==> src/rtl/hb_pkg.sv <==
// Shared constants and helpers for the HyperBus transfer sequencer.
// Assumes a 32-bit register bus and a 48-bit command-address word.
package hb_pkg;

    localparam int REG_IDX_W = 4;
    localparam int CA_W      = 48;
    localparam int SIZE_W    = 4;
    localparam int CMD_HI_W  = 3;

    localparam logic [REG_IDX_W-1:0] IDX_CMD  = 4'd0;
    localparam logic [REG_IDX_W-1:0] IDX_ADDR = 4'd1;
    localparam logic [REG_IDX_W-1:0] IDX_FMT  = 4'd2;
    localparam logic [REG_IDX_W-1:0] IDX_CTRL = 4'd3;
    localparam logic [REG_IDX_W-1:0] IDX_WHI  = 4'd4;
    localparam logic [REG_IDX_W-1:0] IDX_WLO  = 4'd5;
    localparam logic [REG_IDX_W-1:0] IDX_RHI  = 4'd6;
    localparam logic [REG_IDX_W-1:0] IDX_RLO  = 4'd7;
    localparam logic [REG_IDX_W-1:0] IDX_STAT = 4'd8;

    localparam int CTRL_GO = 0;
    localparam int CTRL_WR = 1;
    localparam int CTRL_RD = 2;

    typedef enum logic [1:0] {
        ST_IDLE = 2'd0,
        ST_CA   = 2'd1,
        ST_LAT  = 2'd2,
        ST_DATA = 2'd3
    } hb_state_t;

    // Index of the final data beat for a size code (0xF:3, 0xC:1, else 0).
    function automatic logic [1:0] size_last(input logic [SIZE_W-1:0] code);
        case (code)
            4'hF:    return 2'd3;
            4'hC:    return 2'd1;
            default: return 2'd0;
        endcase
    endfunction

    // Pack command bits 7:5 and the 31-bit word address into the CA word.
    function automatic logic [CA_W-1:0] build_ca(input logic [CMD_HI_W-1:0] cmd_hi,
                                                 input logic [30:0] waddr);
        return {cmd_hi, 1'b0, waddr[30:3], 13'b0, waddr[2:0]};
    endfunction

endpackage

==> src/rtl/hb_regs.sv <==
// Register file of the sequencer: holds the transfer settings, decodes a
// legal start request and serves the read-data and status registers.
// Assumes one register write per cycle and a combinational read port.
module hb_regs
    import hb_pkg::*;
#(
    parameter int REG_W   = 32,
    parameter int DATA_W  = 64,
    parameter int DUMMY_W = 4
) (
    input  logic                 clk,
    input  logic                 rst_n,
    input  logic                 reg_wr,
    input  logic [REG_IDX_W-1:0] reg_idx,
    input  logic [REG_W-1:0]     reg_wdata,
    input  logic [REG_IDX_W-1:0] reg_ridx,
    output logic [REG_W-1:0]     reg_rdata,
    input  logic                 busy,
    input  logic [DATA_W-1:0]    rdata,
    output logic [CMD_HI_W-1:0]  cmd_hi_q,
    output logic [REG_W-2:0]     waddr_q,
    output logic [SIZE_W-1:0]    size_q,
    output logic [DUMMY_W-1:0]   dummy_q,
    output logic [DATA_W-1:0]    wdata_q,
    output logic                 start,
    output logic                 start_rd
);

    localparam int DUMMY_LSB = 8;

    // Hold the settings software writes.
    always_ff @(posedge clk) begin
        if (!rst_n) begin
            cmd_hi_q <= '0;
            waddr_q  <= '0;
            size_q   <= '0;
            dummy_q  <= '0;
            wdata_q  <= '0;
        end else if (reg_wr) begin
            case (reg_idx)
                IDX_CMD:  cmd_hi_q <= reg_wdata[7:5];
                IDX_ADDR: waddr_q  <= reg_wdata[REG_W-1:1];
                IDX_FMT: begin
                    size_q  <= reg_wdata[SIZE_W-1:0];
                    dummy_q <= reg_wdata[DUMMY_LSB +: DUMMY_W];
                end
                IDX_WHI:  wdata_q[DATA_W-1 -: REG_W] <= reg_wdata;
                IDX_WLO:  wdata_q[REG_W-1:0]         <= reg_wdata;
                default: ;
            endcase
        end
    end

    // Accept a start only while idle and with a legal direction encoding.
    assign start = reg_wr && (reg_idx == IDX_CTRL) && reg_wdata[CTRL_GO]
                   && (reg_wdata[CTRL_WR] ^ reg_wdata[CTRL_RD]) && !busy;
    assign start_rd = reg_wdata[CTRL_RD];

    // Serve the read-only registers.
    always_comb begin
        case (reg_ridx)
            IDX_RHI:  reg_rdata = rdata[DATA_W-1 -: REG_W];
            IDX_RLO:  reg_rdata = rdata[REG_W-1:0];
            IDX_STAT: reg_rdata = {{(REG_W-1){1'b0}}, !busy};
            default:  reg_rdata = '0;
        endcase
    end

endmodule

==> src/rtl/hb_seq.sv <==
// Phase sequencer: snapshots the settings at start, then walks through the
// address, latency and data phases, one 16-bit bus word per cycle.
// Assumes start is raised only while idle.
module hb_seq
    import hb_pkg::*;
#(
    parameter int BEAT_W  = 16,
    parameter int DATA_W  = 64,
    parameter int ADDR_W  = 32,
    parameter int DUMMY_W = 4
) (
    input  logic                 clk,
    input  logic                 rst_n,
    input  logic                 start,
    input  logic                 start_rd,
    input  logic [CMD_HI_W-1:0]  cmd_hi,
    input  logic [ADDR_W-2:0]    waddr,
    input  logic [SIZE_W-1:0]    size,
    input  logic [DUMMY_W-1:0]   dummy,
    input  logic [DATA_W-1:0]    wdata,
    input  logic [BEAT_W-1:0]    din,
    output logic                 busy,
    output logic                 cs_n,
    output logic                 oe,
    output logic [BEAT_W-1:0]    dout,
    output logic [DATA_W-1:0]    rdata
);

    localparam int NBEAT  = DATA_W / BEAT_W;
    localparam int NCA    = CA_W / BEAT_W;
    localparam int BIDX_W = $clog2(NBEAT);
    localparam int CNT_W  = DUMMY_W;

    hb_state_t          state_q;
    logic [CNT_W-1:0]   cnt_q;
    logic [CA_W-1:0]    ca_q;
    logic [DATA_W-1:0]  wbuf_q;
    logic [BIDX_W-1:0]  last_q;
    logic [DUMMY_W-1:0] dummy_q;
    logic               rd_q;
    logic [BEAT_W-1:0]  wbeat [NBEAT];
    logic [BIDX_W-1:0]  bidx;

    assign bidx = cnt_q[BIDX_W-1:0];

    // Advance the phase state and counter; snapshot settings at start.
    always_ff @(posedge clk) begin
        if (!rst_n) begin
            state_q <= ST_IDLE;
            cnt_q   <= '0;
            ca_q    <= '0;
            wbuf_q  <= '0;
            last_q  <= '0;
            dummy_q <= '0;
            rd_q    <= 1'b0;
        end else begin
            case (state_q)
                ST_IDLE: if (start) begin
                    state_q <= ST_CA;
                    cnt_q   <= '0;
                    ca_q    <= build_ca(cmd_hi, waddr);
                    wbuf_q  <= wdata;
                    last_q  <= BIDX_W'(size_last(size));
                    dummy_q <= dummy;
                    rd_q    <= start_rd;
                end
                ST_CA: if (cnt_q == CNT_W'(NCA - 1)) begin
                    cnt_q   <= '0;
                    state_q <= (rd_q && dummy_q != '0) ? ST_LAT : ST_DATA;
                end else begin
                    cnt_q <= cnt_q + CNT_W'(1);
                end
                ST_LAT: if (cnt_q == dummy_q - DUMMY_W'(1)) begin
                    cnt_q   <= '0;
                    state_q <= ST_DATA;
                end else begin
                    cnt_q <= cnt_q + CNT_W'(1);
                end
                default: if (bidx == last_q) begin
                    cnt_q   <= '0;
                    state_q <= ST_IDLE;
                end else begin
                    cnt_q <= cnt_q + CNT_W'(1);
                end
            endcase
        end
    end

    // One slice per beat: write beats from the snapshot, read beats captured.
    for (genvar g = 0; g < NBEAT; g++) begin : g_beat
        logic [BEAT_W-1:0] rbeat_q;

        // Clear on read start; capture the bus word in this beat's cycle.
        always_ff @(posedge clk) begin
            if (!rst_n)
                rbeat_q <= '0;
            else if (state_q == ST_IDLE && start && start_rd)
                rbeat_q <= '0;
            else if (state_q == ST_DATA && rd_q && bidx == BIDX_W'(g))
                rbeat_q <= din;
        end

        assign rdata[DATA_W-1-g*BEAT_W -: BEAT_W] = rbeat_q;
        assign wbeat[g] = wbuf_q[DATA_W-1-g*BEAT_W -: BEAT_W];
    end

    // Choose the bus word and drive enable for the current phase.
    always_comb begin
        dout = '0;
        oe   = 1'b0;
        case (state_q)
            ST_CA: begin
                oe = 1'b1;
                case (cnt_q[1:0])
                    2'd0:    dout = ca_q[CA_W-1 -: BEAT_W];
                    2'd1:    dout = ca_q[CA_W-1-BEAT_W -: BEAT_W];
                    default: dout = ca_q[BEAT_W-1:0];
                endcase
            end
            ST_DATA: if (!rd_q) begin
                oe   = 1'b1;
                dout = wbeat[bidx];
            end
            default: ;
        endcase
    end

    assign busy = (state_q != ST_IDLE);
    assign cs_n = !busy;

endmodule

==> src/rtl/hb_ddr_pins.sv <==
// DDR pin model: splits a 16-bit bus word into a rising-edge byte and a
// falling-edge byte, and joins received bytes back into a word.
// Assumes one full bus clock period per system clock cycle.
module hb_ddr_pins #(
    parameter int LANE_W = 8
) (
    input  logic [2*LANE_W-1:0] word_o,
    input  logic                oe,
    output logic [LANE_W-1:0]   rise_o,
    output logic [LANE_W-1:0]   fall_o,
    input  logic [LANE_W-1:0]   rise_i,
    input  logic [LANE_W-1:0]   fall_i,
    output logic [2*LANE_W-1:0] word_i
);

    // Drive the lanes only when enabled; the first byte rides the rising edge.
    assign rise_o = oe ? word_o[2*LANE_W-1:LANE_W] : '0;
    assign fall_o = oe ? word_o[LANE_W-1:0]        : '0;

    // Rebuild the received word, rising-edge byte most significant.
    assign word_i = {rise_i, fall_i};

endmodule

==> src/rtl/hb_xfer_engine.sv <==
// Top of the HyperBus manual transfer sequencer: register file, phase
// sequencer and DDR pin model. Synchronous active-low reset.
module hb_xfer_engine #(
    parameter int REG_W   = 32,
    parameter int DATA_W  = 64,
    parameter int LANE_W  = 8,
    parameter int DUMMY_W = 4
) (
    input  logic              clk,
    input  logic              rst_n,
    input  logic              reg_wr,
    input  logic [3:0]        reg_idx,
    input  logic [REG_W-1:0]  reg_wdata,
    input  logic [3:0]        reg_ridx,
    output logic [REG_W-1:0]  reg_rdata,
    output logic              hb_cs_n,
    output logic              hb_dq_oe,
    output logic [LANE_W-1:0] hb_dq_rise_o,
    output logic [LANE_W-1:0] hb_dq_fall_o,
    input  logic [LANE_W-1:0] hb_dq_rise_i,
    input  logic [LANE_W-1:0] hb_dq_fall_i
);

    localparam int BEAT_W = 2 * LANE_W;

    logic                busy;
    logic [DATA_W-1:0]   rdata;
    logic [2:0]          cmd_hi;
    logic [REG_W-2:0]    waddr;
    logic [3:0]          size;
    logic [DUMMY_W-1:0]  dummy;
    logic [DATA_W-1:0]   wdata;
    logic                start;
    logic                start_rd;
    logic [BEAT_W-1:0]   word_out;
    logic [BEAT_W-1:0]   word_in;

    hb_regs #(.REG_W(REG_W), .DATA_W(DATA_W), .DUMMY_W(DUMMY_W)) u_regs (
        .clk(clk), .rst_n(rst_n), .reg_wr(reg_wr), .reg_idx(reg_idx),
        .reg_wdata(reg_wdata), .reg_ridx(reg_ridx), .reg_rdata(reg_rdata),
        .busy(busy), .rdata(rdata), .cmd_hi_q(cmd_hi), .waddr_q(waddr),
        .size_q(size), .dummy_q(dummy), .wdata_q(wdata),
        .start(start), .start_rd(start_rd)
    );

    hb_seq #(.BEAT_W(BEAT_W), .DATA_W(DATA_W), .ADDR_W(REG_W), .DUMMY_W(DUMMY_W)) u_seq (
        .clk(clk), .rst_n(rst_n), .start(start), .start_rd(start_rd),
        .cmd_hi(cmd_hi), .waddr(waddr), .size(size), .dummy(dummy),
        .wdata(wdata), .din(word_in), .busy(busy), .cs_n(hb_cs_n),
        .oe(hb_dq_oe), .dout(word_out), .rdata(rdata)
    );

    hb_ddr_pins #(.LANE_W(LANE_W)) u_pins (
        .word_o(word_out), .oe(hb_dq_oe), .rise_o(hb_dq_rise_o),
        .fall_o(hb_dq_fall_o), .rise_i(hb_dq_rise_i), .fall_i(hb_dq_fall_i),
        .word_i(word_in)
    );

endmodule

==> config.mk <==
export PLATFORM = sky130hd
export DESIGN_NAME = hb_xfer_engine
export DESIGN_NICKNAME = d
export VERILOG_FILES = /design/src/rtl/hb_pkg.sv /design/src/rtl/hb_regs.sv /design/src/rtl/hb_seq.sv /design/src/rtl/hb_ddr_pins.sv /design/src/rtl/hb_xfer_engine.sv
export SDC_FILE = /design/constraint.sdc
export NUM_CORES = 1
export LEC_CHECK = 0
export BUFFER_PORTS_ARGS = -buffer_cell sky130_fd_sc_hd__buf_2
export CORE_MARGIN = 2
export CORE_UTILIZATION = 57
export DETAILED_ROUTE_END_ITERATION = 7
export PLACE_DENSITY = 0.86
export SYNTH_ARGS = -nofsm -noshare
export SYNTH_HDL_FRONTEND = slang
export SYNTH_HIERARCHICAL = 1
export SYNTH_SLANG_ARGS = --single-unit
==> constraint.sdc <==
create_clock -name clk -period 7.6 [get_ports clk]
set_clock_uncertainty 0.15 [all_clocks]
set_input_delay 2.28 -clock clk [delete_from_list [all_inputs] [get_ports clk]]
set_output_delay 2.28 -clock clk [all_outputs]
set_load 0.005 [all_outputs]
==> results_tabular.tex <==
\begin{tabular}{lr}
\hline
Metric & Value \\
\hline
\multicolumn{2}{l}{\textbf{CTS}} \\
\quad Resized cells post-CTS & 0 \\
\quad Clock Path Buffers & 3 \\
\quad Quantity of hold-fixing buffers added after cts & 0 \\
\quad TritonCTS clock tree & yes \\
\quad Total clock buffers created by CTS & 27 \\
\quad CTS Root Cell & clkbuf\_16 \\
\quad Number of clock sinks seen by CTS & 281 \\
\quad Number of H-tree branching levels & 1 \\
\quad \# Post-CTS Setup Buffers & 0 \\
\quad Clock edge transition at the registers on the reported setup and hold paths & 60 ps \\
\quad Clock network latency to the later pin of the worst-skew pair & 520 ps \\
\multicolumn{2}{l}{\textbf{Finish}} \\
\quad Most common cell after layout, fill and taps aside & nand2\_1 \\
\quad Layout overhead on the synthesized area & 10.4\% \\
\quad Area of the multi-input gates & 5710 um2 \\
\quad Sequential standard cell area & 5630 um2 \\
\quad Fill cell count & 1,656 \\
\quad Fraction of final layout cells sized beyond drive strength 1 & 14.4\% \\
\quad Final non-filler cell area & 13,200 um2 \\
\quad Number of standard cells in the layout, taps in and fillers out & 1,674 \\
\quad Most frequent cells in the layout & nand2\_1 (490), dfxtp\_1 (281), mux2i\_1 (108) \\
\quad Number of nets in the finished design & 1,448 \\
\multicolumn{2}{l}{\textbf{Worst setup path}} \\
\quad Worst reg2reg path endpoint & u\_seq/last\_q[1] \\
\quad Kind of cell adding the most delay to the critical path & simple AND/OR/NAND/NOR gates \\
\quad Worst endpoint required time & 5170 ps \\
\quad Nature of the critical path startpoint & input pin \\
\quad Critical Path AT & 3830 ps \\
\quad Setup CP Type & in -> out \\
\quad Biggest cell delay along the critical path & 1020 ps \\
\quad Critical-path cell list & buf\_2 -> and4b\_1 -> a22o\_1 -> buf\_2 \\
\quad Flop2flop setup slack & 4260 ps \\
\quad Category of the worst setup path capture point & output port \\
\quad Reg2reg path depth & 10 \\
\quad Crit-path slowest cell & and4b\_1 \\
\quad Most frequent cell on the critical path & buf\_2 \\
\quad Biggest fanout along the worst timing path & 32 \\
\quad Startpoint of the most critical register-to-register path & u\_seq/state\_q[0] \\
\quad Worst Path Buf+Inv & 2 \\
\multicolumn{2}{l}{\textbf{Synthesis}} \\
\quad Cell Area, Synth & 12,000 um2 \\
\quad Net Count, Synth & 1,422 \\
\quad Post-synthesis compound-gate area fraction & 14.7\% \\
\quad Fraction of synthesized cell area in xor and xnor cells & 0.657\% \\
\quad Fraction of registers with async set or reset after synthesis & 0\% \\
\quad Sequential fraction of the synthesis area & 46.9\% \\
\quad Number of flops mapped to enable cells by yosys & 0 \\
\quad Mean post-synth cell area & 8.86 um2 \\
\quad Post-synthesis register bit count & 281 \\
\quad Adder and majority gate portion of the synthesized area & 1.04\% \\
\quad Most used flip-flop cell after synthesis & dfxtp\_1 \\
\quad Number of warnings issued by yosys & 6 \\
\quad Dominant combinational cell family by area after synthesis & simple AND/OR/NAND/NOR gates \\
\quad Fraction of synthesized area in multiplexers & 12.0\% \\
\quad Simple-gate share of the synthesized area & 18.9\% \\
\quad Number of instances in the synthesized netlist & 1,353 \\
\quad Synth unique cells & 50 \\
\multicolumn{2}{l}{\textbf{Floorplan}} \\
\quad Core footprint & 20,800 um2 \\
\quad Standard-cell rows & 53 \\
\quad Total I/O pin count & 109 \\
\quad Floorplan die height & 149 um \\
\quad Initial core utilization & 57.6\% \\
\quad Die outline area & 22,200 um2 \\
\quad Die span in x & 149 um \\
\multicolumn{2}{l}{\textbf{Drt}} \\
\quad Total length of routed wires & 28,200 um \\
\quad Drt pass-1 iters & 5 \\
\quad Antenna-violating nets left & 0 \\
\quad Number of design rule violations left after detail routing & 0 \\
\quad Detailed Route Iter0 Violations & 734 \\
\quad Average via count per standard cell & 5.65 \\
\quad Number of vias after detailed routing & 9,463 \\
\quad Routed wirelength normalized by instance count & 16.9 um \\
\multicolumn{2}{l}{\textbf{GRT}} \\
\quad Combined global-route utilization of all metal layers & 25.0\% \\
\quad Total global routing overflow & 0 \\
\quad Vias in the first global route & 8,814 \\
\quad Maximum number of pins on one net before global-route repair & 131 \\
\quad Initial antenna violation count & 2 \\
\quad First-pass GRT wire length & 45,000 um \\
\multicolumn{2}{l}{\textbf{Placement}} \\
\quad Count of input and output buffers & 108 \\
\quad Half-perimeter wire length after placement & 17,600 um \\
\quad Cell Area, Placed & 12,300 um2 \\
\quad Weighted congestion reported at the end of routability-driven placement & 0.835 \\
\quad Placed cell count & 1,625 \\
\multicolumn{2}{l}{\textbf{Outcome}} \\
\quad Result of the run & complete, no violations \\
\multicolumn{2}{l}{\textbf{Hold path}} \\
\quad Launch instance of the worst min-delay path & u\_regs/wdata\_q[36] \\
\quad Hold Path Sink & u\_seq/wbeat[36] \\
\quad HP Class & reg -> reg \\
\quad Cell count of the worst hold path & 2 \\
\multicolumn{2}{l}{\textbf{Timing}} \\
\quad Setup repair after global routing missed its margin & no \\
\quad Top achievable clock speed & 160 MHz \\
\quad Relative slew slack & 21.3\% \\
\quad Minimum period implied by the final worst setup slack & 6260 ps \\
\quad Final period util & 82.3\% \\
\quad Slew at the pin closest to its max-slew limit & 1180 ps \\
\quad Final hold vios & 0 \\
\quad Pins over their slew limit & 0 \\
\quad Final setup violation count & 0 \\
\quad Setup TNS Final & 0 ps \\
\multicolumn{2}{l}{\textbf{Power and ir drop}} \\
\quad Highest ir drop seen on vdd & 178 uV \\
\quad Pwr dens & 226 nW/um2 \\
\quad P\_leak & 5.29 nW \\
\multicolumn{2}{l}{\textbf{Job}} \\
\quad Max-cap check violation count & 0 \\
\hline
\end{tabular}
## layout make-up
class | count | share of cell area (%)
multi-input cells | 943 | 43.1
well taps | 275 | 2.60
clock buffers | 39 | 6.12
inverters | 9 | 0.255
diodes | 1 | 0.0189
repair buffers | 117 | 4.64
clock inverters | 9 | 0.747
flip-flops and latches | 281 | 42.5
## state kept, by name, indices dropped and copies added (netlist names)
name	flops
u_seq/ca_q	34
u_regs/cmd_hi_q	3
u_seq/rd_q	1
u_seq/cnt_q	4
u_regs/size_q	4
u_seq/dummy_q	4
u_seq/wbeat	64
u_seq/last_q	2
u_regs/dummy_q	4
u_seq/state_q	2
u_regs/waddr_q	31
u_seq/g_beat.rbeat_q	64
u_regs/wdata_q	64
## how the worst max path moves through the flow
stage / start / cells after the start / end / slack (ps)
detailed placement: reg_ridx[3] / 5 / reg_rdata[0] / 1390
floorplan: reg_ridx[3] / 4 / reg_rdata[10] / 2180
global placement: reg_ridx[3] / 4 / reg_rdata[8] / 1540
global route: reg_ridx[3] / 5 / reg_rdata[0] / 1190
CTS: reg_ridx[3] / 5 / reg_rdata[0] / 1390
finish: reg_ridx[3] / 4 / reg_rdata[3] / 1340
## metal layers
layer	track usage [%]	part of all wire (%)
met1	34.5	43
met2	40.8	47
met3	3.85	7.1
met4	7.52	2.4
met5	0	0
## through the flow
step | setup WS [ps] | power, W | utilization, % | hold WS (ps)
2_1_floorplan | 2180 | 0.00163 | - | 281
3_3_place_gp | 1540 | 0.00167 | 59.2 | 288
3_5_place_dp | 1390 | 0.00167 | 59.2 | 291
4_1_cts | 1390 | 0.00301 | 63.6 | 295
5_1_grt | 1190 | 0.00308 | 63.6 | 310
6_report | 1340 | 0.00299 | 63.6 | 291
## Yosys cell counts, drive strengths merged (2+ instances only)
| master | instances | share of area [%] |
|---|---|---|
| a22o | 58 | 4.2 |
| nand3 | 8 | 0.33 |
| mux2i | 108 | 9.0 |
| ha | 10 | 1.0 |
| a21oi | 65 | 2.7 |
| nor2 | 6 | 0.19 |
| nor4b | 2 | 0.15 |
| a211oi | 3 | 0.23 |
| nand2b | 2 | 0.10 |
| a21boi | 106 | 6.6 |
| and4b | 2 | 0.17 |
| buf | 71 | 3.9 |
| and2 | 17 | 1.0 |
| dfxtp | 281 | 47 |
| nor3 | 4 | 0.21 |
| nor3b | 3 | 0.27 |
| o211ai | 3 | 0.19 |
| inv | 9 | 0.28 |
| clkbuf | 49 | 1.5 |
| nand3b | 4 | 0.28 |
| a22oi | 3 | 0.19 |
| nand2 | 492 | 15 |
| mux4 | 16 | 3.0 |
| xnor2 | 4 | 0.29 |
| xor2 | 5 | 0.37 |
| and3 | 7 | 0.38 |
| nor2b | 3 | 0.16 |
## cells by family after synthesis
| kind of cell | after synthesis |
|---|---|
| XOR/XNOR | 9 |
| flip-flops | 281 |
| AO/OA/AOI/OAI | 246 |
| AND/OR/NAND/NOR | 554 |
| multiplexers | 124 |
| buffers and inverters | 129 |
| adder cells (fa/ha/maj) | 10 |
## tightest hold or removal path, cell delays in order (launching register included)
cell,delay [ps]
dfxtp_1,310
nand2_1,50
a21boi_1,40
## power by group
part	internal [W]	switching (W)
Clock	0.000805	0.000549
Combinational	0.0000483	0.000101
Sequential	0.00148	0.00000627
Note: power is estimated with default switching activity, not from simulation.
